File: config.mk
export PLATFORM = sky130hd
export DESIGN_NAME = xfer_desc_seq
export DESIGN_NICKNAME = d
export VERILOG_FILES = /design/src/rtl/xds_pkg.sv /design/src/rtl/xds_pick.sv /design/src/rtl/xds_unpack.sv /design/src/rtl/xfer_desc_seq.sv
export SDC_FILE = /design/constraint.sdc
export NUM_CORES = 1
export LEC_CHECK = 0
export ABC_CLOCK_PERIOD_IN_PS = 2300
export BUFFER_PORTS_ARGS = -buffer_cell sky130_fd_sc_hd__buf_4
export CORE_MARGIN = 1.5
export CORE_UTILIZATION = 50
export CTS_BUF_LIST = sky130_fd_sc_hd__clkbuf_4 sky130_fd_sc_hd__clkbuf_8
export CTS_CLUSTER_DIAMETER = 50
export DETAILED_ROUTE_END_ITERATION = 10
export PLACE_DENSITY = 0.79
export SYNTH_ARGS = -nofsm -noshare
export SYNTH_HDL_FRONTEND = slang
export SYNTH_SLANG_ARGS = --single-unit
File: constraint.sdc
create_clock -name clk -period 2.3 [get_ports clk]
set_input_delay 0.23 -clock clk [delete_from_list [all_inputs] [get_ports clk]]
set_output_delay 0.23 -clock clk [all_outputs]
set_load 0.005 [all_outputs]
File: src/rtl/xds_pkg.sv
package xds_pkg;

  localparam int DATA_W      = 32;
  localparam int SHORT_WORDS = 3;
  localparam int FULL_WORDS  = 4;
  localparam int WIDX_W      = $clog2(FULL_WORDS);
  localparam int CHAIN_BIT   = 7;

  localparam logic [1:0] ROUTE_CPU = 2'b00;
  localparam logic [1:0] ROUTE_DMA = 2'b01;

  typedef enum logic [2:0] {
    ST_IDLE,
    ST_VEC_REQ,
    ST_VEC_RSP,
    ST_DSC_REQ,
    ST_DSC_RSP,
    ST_XFER,
    ST_XWAIT,
    ST_CLEAR
  } seq_state_e;

  typedef struct packed {
    logic [7:0]        mode_a;
    logic [7:0]        mode_b;
    logic [DATA_W-1:0] src;
    logic [DATA_W-1:0] dst;
    logic [15:0]       cnt_a;
    logic [15:0]       cnt_b;
  } desc_t;

endpackage

File: src/rtl/xds_pick.sv
module xds_pick #(
  parameter int NUM_SRC = 16,
  localparam int VW = $clog2(NUM_SRC)
) (
  input  logic [NUM_SRC-1:0] req,
  output logic               hit,
  output logic [VW-1:0]      idx
);

  // lowest index wins: scan downward so the last match is the smallest
  always_comb begin
    hit = |req;
    idx = '0;
    for (int i = NUM_SRC - 1; i >= 0; i--) begin
      if (req[i]) idx = VW'(i);
    end
  end

endmodule

File: src/rtl/xds_unpack.sv
module xds_unpack
  import xds_pkg::*;
(
  input  logic                         packed_fmt,
  input  logic [FULL_WORDS-1:0][DATA_W-1:0] words,
  output desc_t                        desc
);

  function automatic logic [DATA_W-1:0] widen24(input logic [23:0] a);
    return {{(DATA_W-24){a[23]}}, a};
  endfunction

  always_comb begin
    if (packed_fmt) begin
      desc.mode_a = words[0][31:24];
      desc.src    = widen24(words[0][23:0]);
      desc.mode_b = words[1][31:24];
      desc.dst    = widen24(words[1][23:0]);
      desc.cnt_a  = words[2][31:16];
      desc.cnt_b  = words[2][15:0];
    end else begin
      desc.mode_a = words[0][31:24];
      desc.mode_b = words[0][23:16];
      desc.src    = words[1];
      desc.dst    = words[2];
      desc.cnt_a  = words[3][31:16];
      desc.cnt_b  = words[3][15:0];
    end
  end

endmodule

File: src/rtl/xfer_desc_seq.sv
module xfer_desc_seq
  import xds_pkg::*;
#(
  parameter int NUM_SRC = 16,
  localparam int VW = $clog2(NUM_SRC)
) (
  input  logic                 clk,
  input  logic                 rst_n,
  input  logic [NUM_SRC-1:0]   irq_flag,
  input  logic [2*NUM_SRC-1:0] irq_route,
  output logic [NUM_SRC-1:0]   cpu_irq,
  input  logic [31:0]          tbl_base,
  input  logic                 short_mode,
  output logic                 rd_valid,
  input  logic                 rd_ready,
  output logic [31:0]          rd_addr,
  input  logic                 rd_resp_valid,
  input  logic [31:0]          rd_resp_data,
  output logic                 xfer_start,
  output logic [7:0]           xfer_mode_a,
  output logic [7:0]           xfer_mode_b,
  output logic [31:0]          xfer_src,
  output logic [31:0]          xfer_dst,
  output logic [15:0]          xfer_cnt_a,
  output logic [15:0]          xfer_cnt_b,
  input  logic                 xfer_done,
  output logic                 clr_strobe,
  output logic [VW-1:0]        clr_vec,
  output logic                 busy
);

  localparam logic [31:0] STEP_SHORT = 32'(SHORT_WORDS * 4);
  localparam logic [31:0] STEP_FULL  = 32'(FULL_WORDS * 4);

  seq_state_e              state_q, state_d;
  logic [VW-1:0]           vec_q;
  logic                    short_q;
  logic [31:0]             base_q, base_d;
  logic [WIDX_W-1:0]       word_q, word_d;
  logic                    vec_ld, base_ld, word_ld;
  logic [FULL_WORDS-1:0][DATA_W-1:0] words_q;
  logic [NUM_SRC-1:0]      routed;
  logic                    pick_hit;
  logic [VW-1:0]           pick_idx;
  logic [WIDX_W-1:0]       last_word;
  logic                    take_word;
  desc_t                   desc;

  // routing decode per source
  for (genvar g = 0; g < NUM_SRC; g++) begin : g_src
    assign routed[g]  = irq_flag[g] && (irq_route[2*g +: 2] == ROUTE_DMA);
    assign cpu_irq[g] = irq_flag[g] && (irq_route[2*g +: 2] == ROUTE_CPU);
  end

  xds_pick #(.NUM_SRC(NUM_SRC)) u_pick (
    .req (routed),
    .hit (pick_hit),
    .idx (pick_idx)
  );

  xds_unpack u_unpack (
    .packed_fmt (short_q),
    .words      (words_q),
    .desc       (desc)
  );

  assign last_word = short_q ? WIDX_W'(SHORT_WORDS - 1) : WIDX_W'(FULL_WORDS - 1);
  assign take_word = (state_q == ST_DSC_RSP) && rd_resp_valid;

  // next-state logic
  always_comb begin
    state_d = state_q;
    vec_ld  = 1'b0;
    base_ld = 1'b0;
    base_d  = base_q;
    word_ld = 1'b0;
    word_d  = word_q;
    case (state_q)
      ST_IDLE: begin
        if (pick_hit) begin
          vec_ld  = 1'b1;
          state_d = ST_VEC_REQ;
        end
      end
      ST_VEC_REQ: if (rd_ready) state_d = ST_VEC_RSP;
      ST_VEC_RSP: begin
        if (rd_resp_valid) begin
          base_ld = 1'b1;
          base_d  = {rd_resp_data[31:2], 2'b00};
          word_ld = 1'b1;
          word_d  = '0;
          state_d = ST_DSC_REQ;
        end
      end
      ST_DSC_REQ: if (rd_ready) state_d = ST_DSC_RSP;
      ST_DSC_RSP: begin
        if (rd_resp_valid) begin
          if (word_q == last_word) begin
            state_d = ST_XFER;
          end else begin
            word_ld = 1'b1;
            word_d  = word_q + WIDX_W'(1);
            state_d = ST_DSC_REQ;
          end
        end
      end
      ST_XFER: state_d = ST_XWAIT;
      ST_XWAIT: begin
        if (xfer_done) begin
          if (desc.mode_b[CHAIN_BIT]) begin
            base_ld = 1'b1;
            base_d  = base_q + (short_q ? STEP_SHORT : STEP_FULL);
            word_ld = 1'b1;
            word_d  = '0;
            state_d = ST_DSC_REQ;
          end else begin
            state_d = ST_CLEAR;
          end
        end
      end
      ST_CLEAR: state_d = ST_IDLE;
      default:  state_d = ST_IDLE;
    endcase
  end

  // state registers
  always_ff @(posedge clk or negedge rst_n) begin
    if (!rst_n) begin
      state_q <= ST_IDLE;
      vec_q   <= '0;
      short_q <= 1'b0;
      base_q  <= '0;
      word_q  <= '0;
    end else begin
      state_q <= state_d;
      if (vec_ld) begin
        vec_q   <= pick_idx;
        short_q <= short_mode;
      end
      if (base_ld) base_q <= base_d;
      if (word_ld) word_q <= word_d;
    end
  end

  // descriptor word capture, one register per longword slot
  for (genvar k = 0; k < FULL_WORDS; k++) begin : g_word
    always_ff @(posedge clk or negedge rst_n) begin
      if (!rst_n) begin
        words_q[k] <= '0;
      end else if (take_word && (word_q == WIDX_W'(k))) begin
        words_q[k] <= rd_resp_data;
      end
    end
  end

  // outputs
  always_comb begin
    if (state_q == ST_VEC_REQ) rd_addr = tbl_base + (32'(vec_q) << 2);
    else                       rd_addr = base_q + (32'(word_q) << 2);
  end

  assign rd_valid    = (state_q == ST_VEC_REQ) || (state_q == ST_DSC_REQ);
  assign xfer_start  = (state_q == ST_XFER);
  assign clr_strobe  = (state_q == ST_CLEAR);
  assign clr_vec     = vec_q;
  assign busy        = (state_q != ST_IDLE);
  assign xfer_mode_a = desc.mode_a;
  assign xfer_mode_b = desc.mode_b;
  assign xfer_src    = desc.src;
  assign xfer_dst    = desc.dst;
  assign xfer_cnt_a  = desc.cnt_a;
  assign xfer_cnt_b  = desc.cnt_b;

endmodule

### Yosys cells after proc, flatten, opt, wreduce, memory -nomap -nowiden

Index checks and enable logic that the tools add are counted.

* logic and storage cells: 159
* register bits after elaboration: 170
* output and inout bits: 168
* input bits: 118

* reduce and logical (&&, ||, !) cells: 63
* add/subtract/negate cells: 4
* mux-type cells: 48
* equality and inequality tests: 35

Operators with widths (number)
* two-way mux 32 bit: 4
* two-way mux 104 bit: 1
* two-way mux 4 bit: 16
* case mux 32 bit (2 select lines): 1
* logical AND 1 bit: 37
* equality test 2 x 1 -> 1 bit, second input constant: 17
* logical NOT 2 bit: 17
* adder 32 x 4 -> 32 bit: 1
* adder 32 x 5 -> 32 bit: 1
* adder 32 x 6 -> 32 bit: 1
* two-way mux 3 bit: 8
* case mux 3 bit (8 select lines): 1
* != test 2 bit, second input constant: 8
* OR reduction 16 bit: 1
* equality test 3 bit, second input constant: 4
* two-way mux 2 bit: 5
* two-way mux 1 bit: 8
* AND reduction 7 bit: 1
* equality test 3 x 2 -> 1 bit, second input constant: 2
* case mux 2 bit (3 select lines): 1
* AND reduction 6 bit: 1
* nonzero test 3 bit: 2
* two-way mux 5 bit: 1
* AND reduction 5 bit: 1
* other kinds (9): 10

### Longest topological paths before layout

* word-level depth: 18
* depth in mapped cells: 9
* mapped depth without buffers: 8

### Cells and area by module

Synthesis repeated with hierarchy kept, for this count alone.

* cells, all modules: 1001
* area total of the unflattened synthesis: 11004.3 um2

By module, submodules not included
* xfer_desc_seq: seq. area each 4204.0 um2, times used 1, cells each 843, area an instance 9257.6 um2
* xds_unpack: seq. area each 0.0 um2, times used 1, cells each 124, area an instance 1570.3 um2
* xds_pick: seq. area each 0.0 um2, times used 1, cells each 34, area an instance 176.4 um2

### Worst setup path after synthesis

No wires, ideal clock.

* path type: reg-to-reg
* start: reg short_q
* end: reg base_q[14]
* data arrival time: 2.268 ns
* path buffers: 2
* library setup time: 0.126 ns
* stages on the path, launching flop included: 10
* data required time: 2.174 ns
* period minus slack after synthesis: 2.393 ns
* path slack: -0.093 ns
* cell sequence: dfrtp_1 -> buf_2 -> clkbuf_1 -> inv_1 -> fa_1 -> nor2b_1 -> o211ai_1 -> or3_1 -> o21ai_0 -> a21oi_1

* word-level cells in the longest chain between the ends: 5
* elaborated cells on any way between the ends: 11
* classes of those cells: add/sub: 1; eq/ne: 1; mux: 8; reduce/logical: 1

Ends and longest elaborated chain
* start, declared: RTL line xfer_desc_seq.sv:37 `logic short_q;`
* start signal, assigned: RTL line xfer_desc_seq.sv:138 `short_q <= short_mode;`
* two-way mux 5 bit or two-way mux 104 bit (tied branches): RTL line xfer_desc_seq.sv:112, xds_unpack.sv:14
* adder 32 x 5 -> 32 bit or two-way mux 1 bit (tied branches): RTL line xfer_desc_seq.sv:112, xfer_desc_seq.sv:110
* two-way mux 32 bit or two-way mux 1 bit (tied branches): RTL line xfer_desc_seq.sv:110, xfer_desc_seq.sv:109
* two-way mux 32 bit or case mux 1 bit (2 select lines) (tied branches): RTL line xfer_desc_seq.sv:109, xfer_desc_seq.sv:78
* case mux 32 bit (2 select lines) or AND reduction 5 bit (tied branches)
* end signal, assigned: RTL line xfer_desc_seq.sv:140 `if (base_ld) base_q <= base_d;`
* end, declared: RTL line xfer_desc_seq.sv:38 `logic [31:0] base_q, base_d;`

Parallel ways exist; a longest one is shown, timed or not. The select of a mux whose other input is x is not followed.
A chain may end at the register's enable or synchronous reset.

### Worst setup path in the final report

* start: reg base_q[2]
* end: out rd_addr[24]

* word-level cells in the longest chain between the ends: 2

Ends and longest elaborated chain
* adder 32 x 4 -> 32 bit: RTL line xfer_desc_seq.sv:159 `else rd_addr = base_q + (32'(word_q) << 2);`
* two-way mux 32 bit: RTL line xfer_desc_seq.sv:158 `if (state_q == ST_VEC_REQ) rd_addr = tbl_base + (32'(vec_q) << 2);`
* end, declared: RTL line xfer_desc_seq.sv:16 `output logic [31:0] rd_addr,`

Every way passes these cells.

==> flow_metrics.py <==
metrics = {
    "status": {
        "status": "finished, violations left",
        "violations": "setup timing",
    },
    "critical_path": {
        "crit_arrival_ps": 2480,
        "cpLargestDelayFamily": "adder cells",
        "critPathMaxFanout": 4,
        "crit_chain": "ha_2 > inv_2 > fa_2 > nor2b_4 > nand4_4 > buf_6 > nor3_4 > xnor2_1 > mux2i_1 > buf_4",
        "crit_type": "reg -> out",
        "worstPathRequired_ps": 2070,
        "slowest_stage": "fa_2",
        "worst-path-buf-inv": 3,
        "crit_path_max_incr_delay_ps": 390,
        "end_kind": "output pin",
        "worst_setup_path_start_kind": "register",
    },
    "job": {
        "max-cap-violations": 0,
    },
    "power": {
        "powerDensity_nw_per_um2": 1069,
        "comb_power_share_pct": 54.7,
        "internal_power_mw": 9.746,
        "power.share.switching_pct": 37.08,
        "totalPowerFinal_mw": 15.49,
        "p_leak_nw": 6.837,
        "seq_power_share_pct": 30.0,
        "clkPwrFrac_pct": 15.4,
        "p_sw_mw": 5.743,
        "peakVddDrop_mv": 0.5370,
    },
    "grt": {
        "grt_max_degree": 76,
        "groute.usage.overall_pct": 27.10,
        "grt_pass1_wl_mm": 47.42,
        "grt_pass1_vias": 9379,
        "antenna_found_initial": 0,
        "gr-total-overflow": 0,
    },
    "routing": {
        "vias_per_cell": 5.753,
        "drtIter0Drc": 484,
        "dr_total_vias": 9475,
        "wirelength_mm": 30.21,
        "postRouteAntennaNets": 0,
        "wl_per_cell_um": 18.34,
        "drtPass1Iterations": 5,
        "drc_errors": 0,
    },
    "floorplanning": {
        "die_x_um": 149.4,
        "core_area_um2": 21020,
        "die-area_um2": 22310,
        "num_rows": 53,
        "pin_count": 286,
        "die_h_um": 149.4,
        "initial_core_util_pct": 50.96,
    },
    "timing": {
        "hold_viol": 0,
        "slew_headroom_pct": 64.39,
        "setup_viol": 27,
        "fin_skew_ps": 17.36,
        "max_slew.worst_pin.slew_ps": 534.1,
        "finalSetupTns_ps": -8114,
        "slew_violations": 0,
        "fmax_ghz": 0.3693,
        "fin_crit_sh_pct": 117.7,
        "worst_slack_ps": -407.6,
        "fin_crit_ps": 2708,
        "grt_setup_unrepaired": "yes",
    },
    "clocking": {
        "cts_inserted_buffers": 17,
        "cts_htree_levels": 4,
        "cts_root_buf": "clkbuf_8",
        "clk_latency_ps": 470,
        "clock_sinks": 168,
        "ctsLongestPathBuffers": 2,
        "cts_tree": "yes",
        "clk_pin_slew_worst_paths_ps": 80,
    },
    "synth": {
        "synth_warnings": 0,
        "synthCells": 1038,
        "synthArstFlopShare_pct": 100.0,
        "ys_types": 69,
        "synth_area_per_cell_um2": 10.32,
        "synthesis.area_um2": 10710,
        "synthFlopType": "dfrtp_1",
        "ys_seq_elements": 168,
        "syn_nets": 1172,
        "synth-edff-count": 0,
        "seq_area_frac_synth_pct": 39.25,
    },
    "final_layout": {
        "area_delta_synth_final_pct": 35.24,
        "fin_area_um2": 14490,
        "ff_latch_area_um2": 4212,
        "multiInputGateArea_um2": 6300,
        "n_antenna_cell": 0,
        "n_fill_cell": 1623,
        "drive_above_1_share_pct": 50.44,
        "final_nets": 1494,
        "layoutNonFillerInstCount": 1647,
    },
    "min_path": {
        "hold_class": "in -> reg",
    },
    "placement": {
        "placed_area_um2": 13560,
        "post-place-cells": 1599,
        "place_hpwl_mm": 22.00,
        "numPortBuffers": 285,
        "gp_congestion": 0.9605,
        "preCtsSetupSlack_ps": -132.7,
    },
}
[layout make-up]
type | count | share of cell area, %
clock buffers | 21 | 1.952
clock inverters | 10 | 1.166
inverters | 38 | 0.9846
multi-input cells | 757 | 43.49
flip-flops and latches | 168 | 29.07
well taps | 275 | 2.375
repair buffers | 378 | 20.96
[cell usage in the layout, fill, tap and decap left out, types with 6 or more instances in the layout]
cell type	count
inv_1	36
buf_12	13
nor3_4	6
nand3_1	29
nor3b_1	18
o21ai_0	42
buf_6	7
dfrtp_1	164
a2bb2oi_1	10
nor3_2	6
ha_1	8
nor2_1	34
clkbuf_8	20
nor3_1	12
and3_1	6
buf_4	356
o22ai_1	12
xnor2_1	27
and3b_1	8
nand2_1	58
o21ai_1	6
xor2_1	21
a31oi_1	6
a21oi_1	50
mux2i_1	20
nand4_1	27
nand3b_1	17
xnor2_2	6
mux2_2	216
nand2b_1	6
nor4_1	6
[metal layers]
layer / routed length, um / GRT usage [%] / vias to the layer above
met2: 15470 / 46.94 / 350
met4: 591 / 8.515 / 0
met5: 0 / 0 / -
met1: 12360 / 33.56 / 4648
met3: 1777 / 5.902 / 52
li1: - / - / 4425
[through the flow]
| step | hold slack [ps] | utilization [%] |
|---|---|---|
| 2_1_floorplan | -65.59 | - |
| 3_3_place_gp | 219.9 | 64.53 |
| 3_5_place_dp | 228.1 | 64.53 |
| 4_1_cts | 15.90 | 68.50 |
| 5_1_grt | 6.600 | 68.91 |
| 6_report | 32.26 | 68.91 |
[cell families after synthesis]
| family | Yosys count | synth area share [%] |
|---|---|---|
| and+or+nand+nor | 280 | 15.02 |
| muxes | 236 | 24.58 |
| AOI/OAI and AO/OA | 171 | 9.894 |
| DFF | 168 | 39.25 |
| buffers and inverters | 113 | 4.766 |
| xor gates and xnor gates | 54 | 4.415 |
| adders and majority gates | 16 | 2.079 |
[power groups by stage]
stage	registers (mW)	clock network, mW	logic, mW
6_report	4.64	2.38	8.47
5_1_grt	4.76	2.55	9.16
4_1_cts	4.62	2.41	8.37
3_5_place_dp	4.65	0	7.99
3_3_place_gp	4.57	0	7.86
2_1_floorplan	4.38	0	4.52
[synth_stat cells (20+ instances only)]
| library cell | number | area share [%] |
|---|---|---|
| nand3_1 | 30 | 1.4 |
| xnor2_1 | 33 | 2.7 |
| xor2_1 | 21 | 1.7 |
| inv_1 | 38 | 1.3 |
| buf_2 | 21 | 0.98 |
| a21oi_1 | 52 | 2.4 |
| nand2_1 | 63 | 2.2 |
| o21ai_0 | 44 | 2.1 |
| mux2_2 | 216 | 23 |
| mux2i_1 | 20 | 1.9 |
| dfrtp_1 | 168 | 39 |
| nand4_1 | 27 | 1.6 |
| clkbuf_1 | 20 | 0.70 |
| nor3_1 | 21 | 0.98 |
| nor2_1 | 36 | 1.3 |
| buf_1 | 20 | 0.70 |
[sequential cells by signal (all words and copies together), names as in the netlist]
signal and count:
clr_vec 4, state_q 3, short_q 1, words_q 128, word_q 2, base_q 30
[worst reg2reg max path, cell delays in order, from the launching register on]
cell	delay, ps
dfrtp_4	470
ha_2	190
inv_1	50
fa_1	390
nor2b_2	190
buf_4	130
o2111ai_1	200
nor3_2	240
a31oi_1	130
a2bb2oi_1	150
[final timing paths]
kind / from / end / slack, ps / depth (start not counted)
worst min-delay path: rd_resp_data[1] / words_q[97]$_DFFE_PN0P_ / 30 / 2
worst max-delay path: base_q[2]$_DFFE_PN0P_ / rd_addr[24] / -410 / 10
worst min register to register: words_q[4]$_DFFE_PN0P_ / words_q[4]$_DFFE_PN0P_ / 510 / 1
worst max register to register: short_q$_DFFE_PN0P_ / base_q[26]$_DFFE_PN0P_ / 70 / 9
min in group asynchronous: rst_n / words_q[86]$_DFFE_PN0P_ / 280 / 2
max in group asynchronous: rst_n / base_q[22]$_DFFE_PN0P_ / 1300 / 3
[timing repair]
| item | 4_1_cts | 5_1_grt |
|---|---|---|
| hold buffers | 1 | 0 |
| setup endpoints to repair | 105 | 44 |
| gates resized for setup | 50 | 16 |
| endpoints found under the hold margin | 50 | 0 |
| pin swaps | 24 | 13 |
| buffers inserted | 12 | 4 |
No activity file was read; power rests on OpenSTA's default activity.
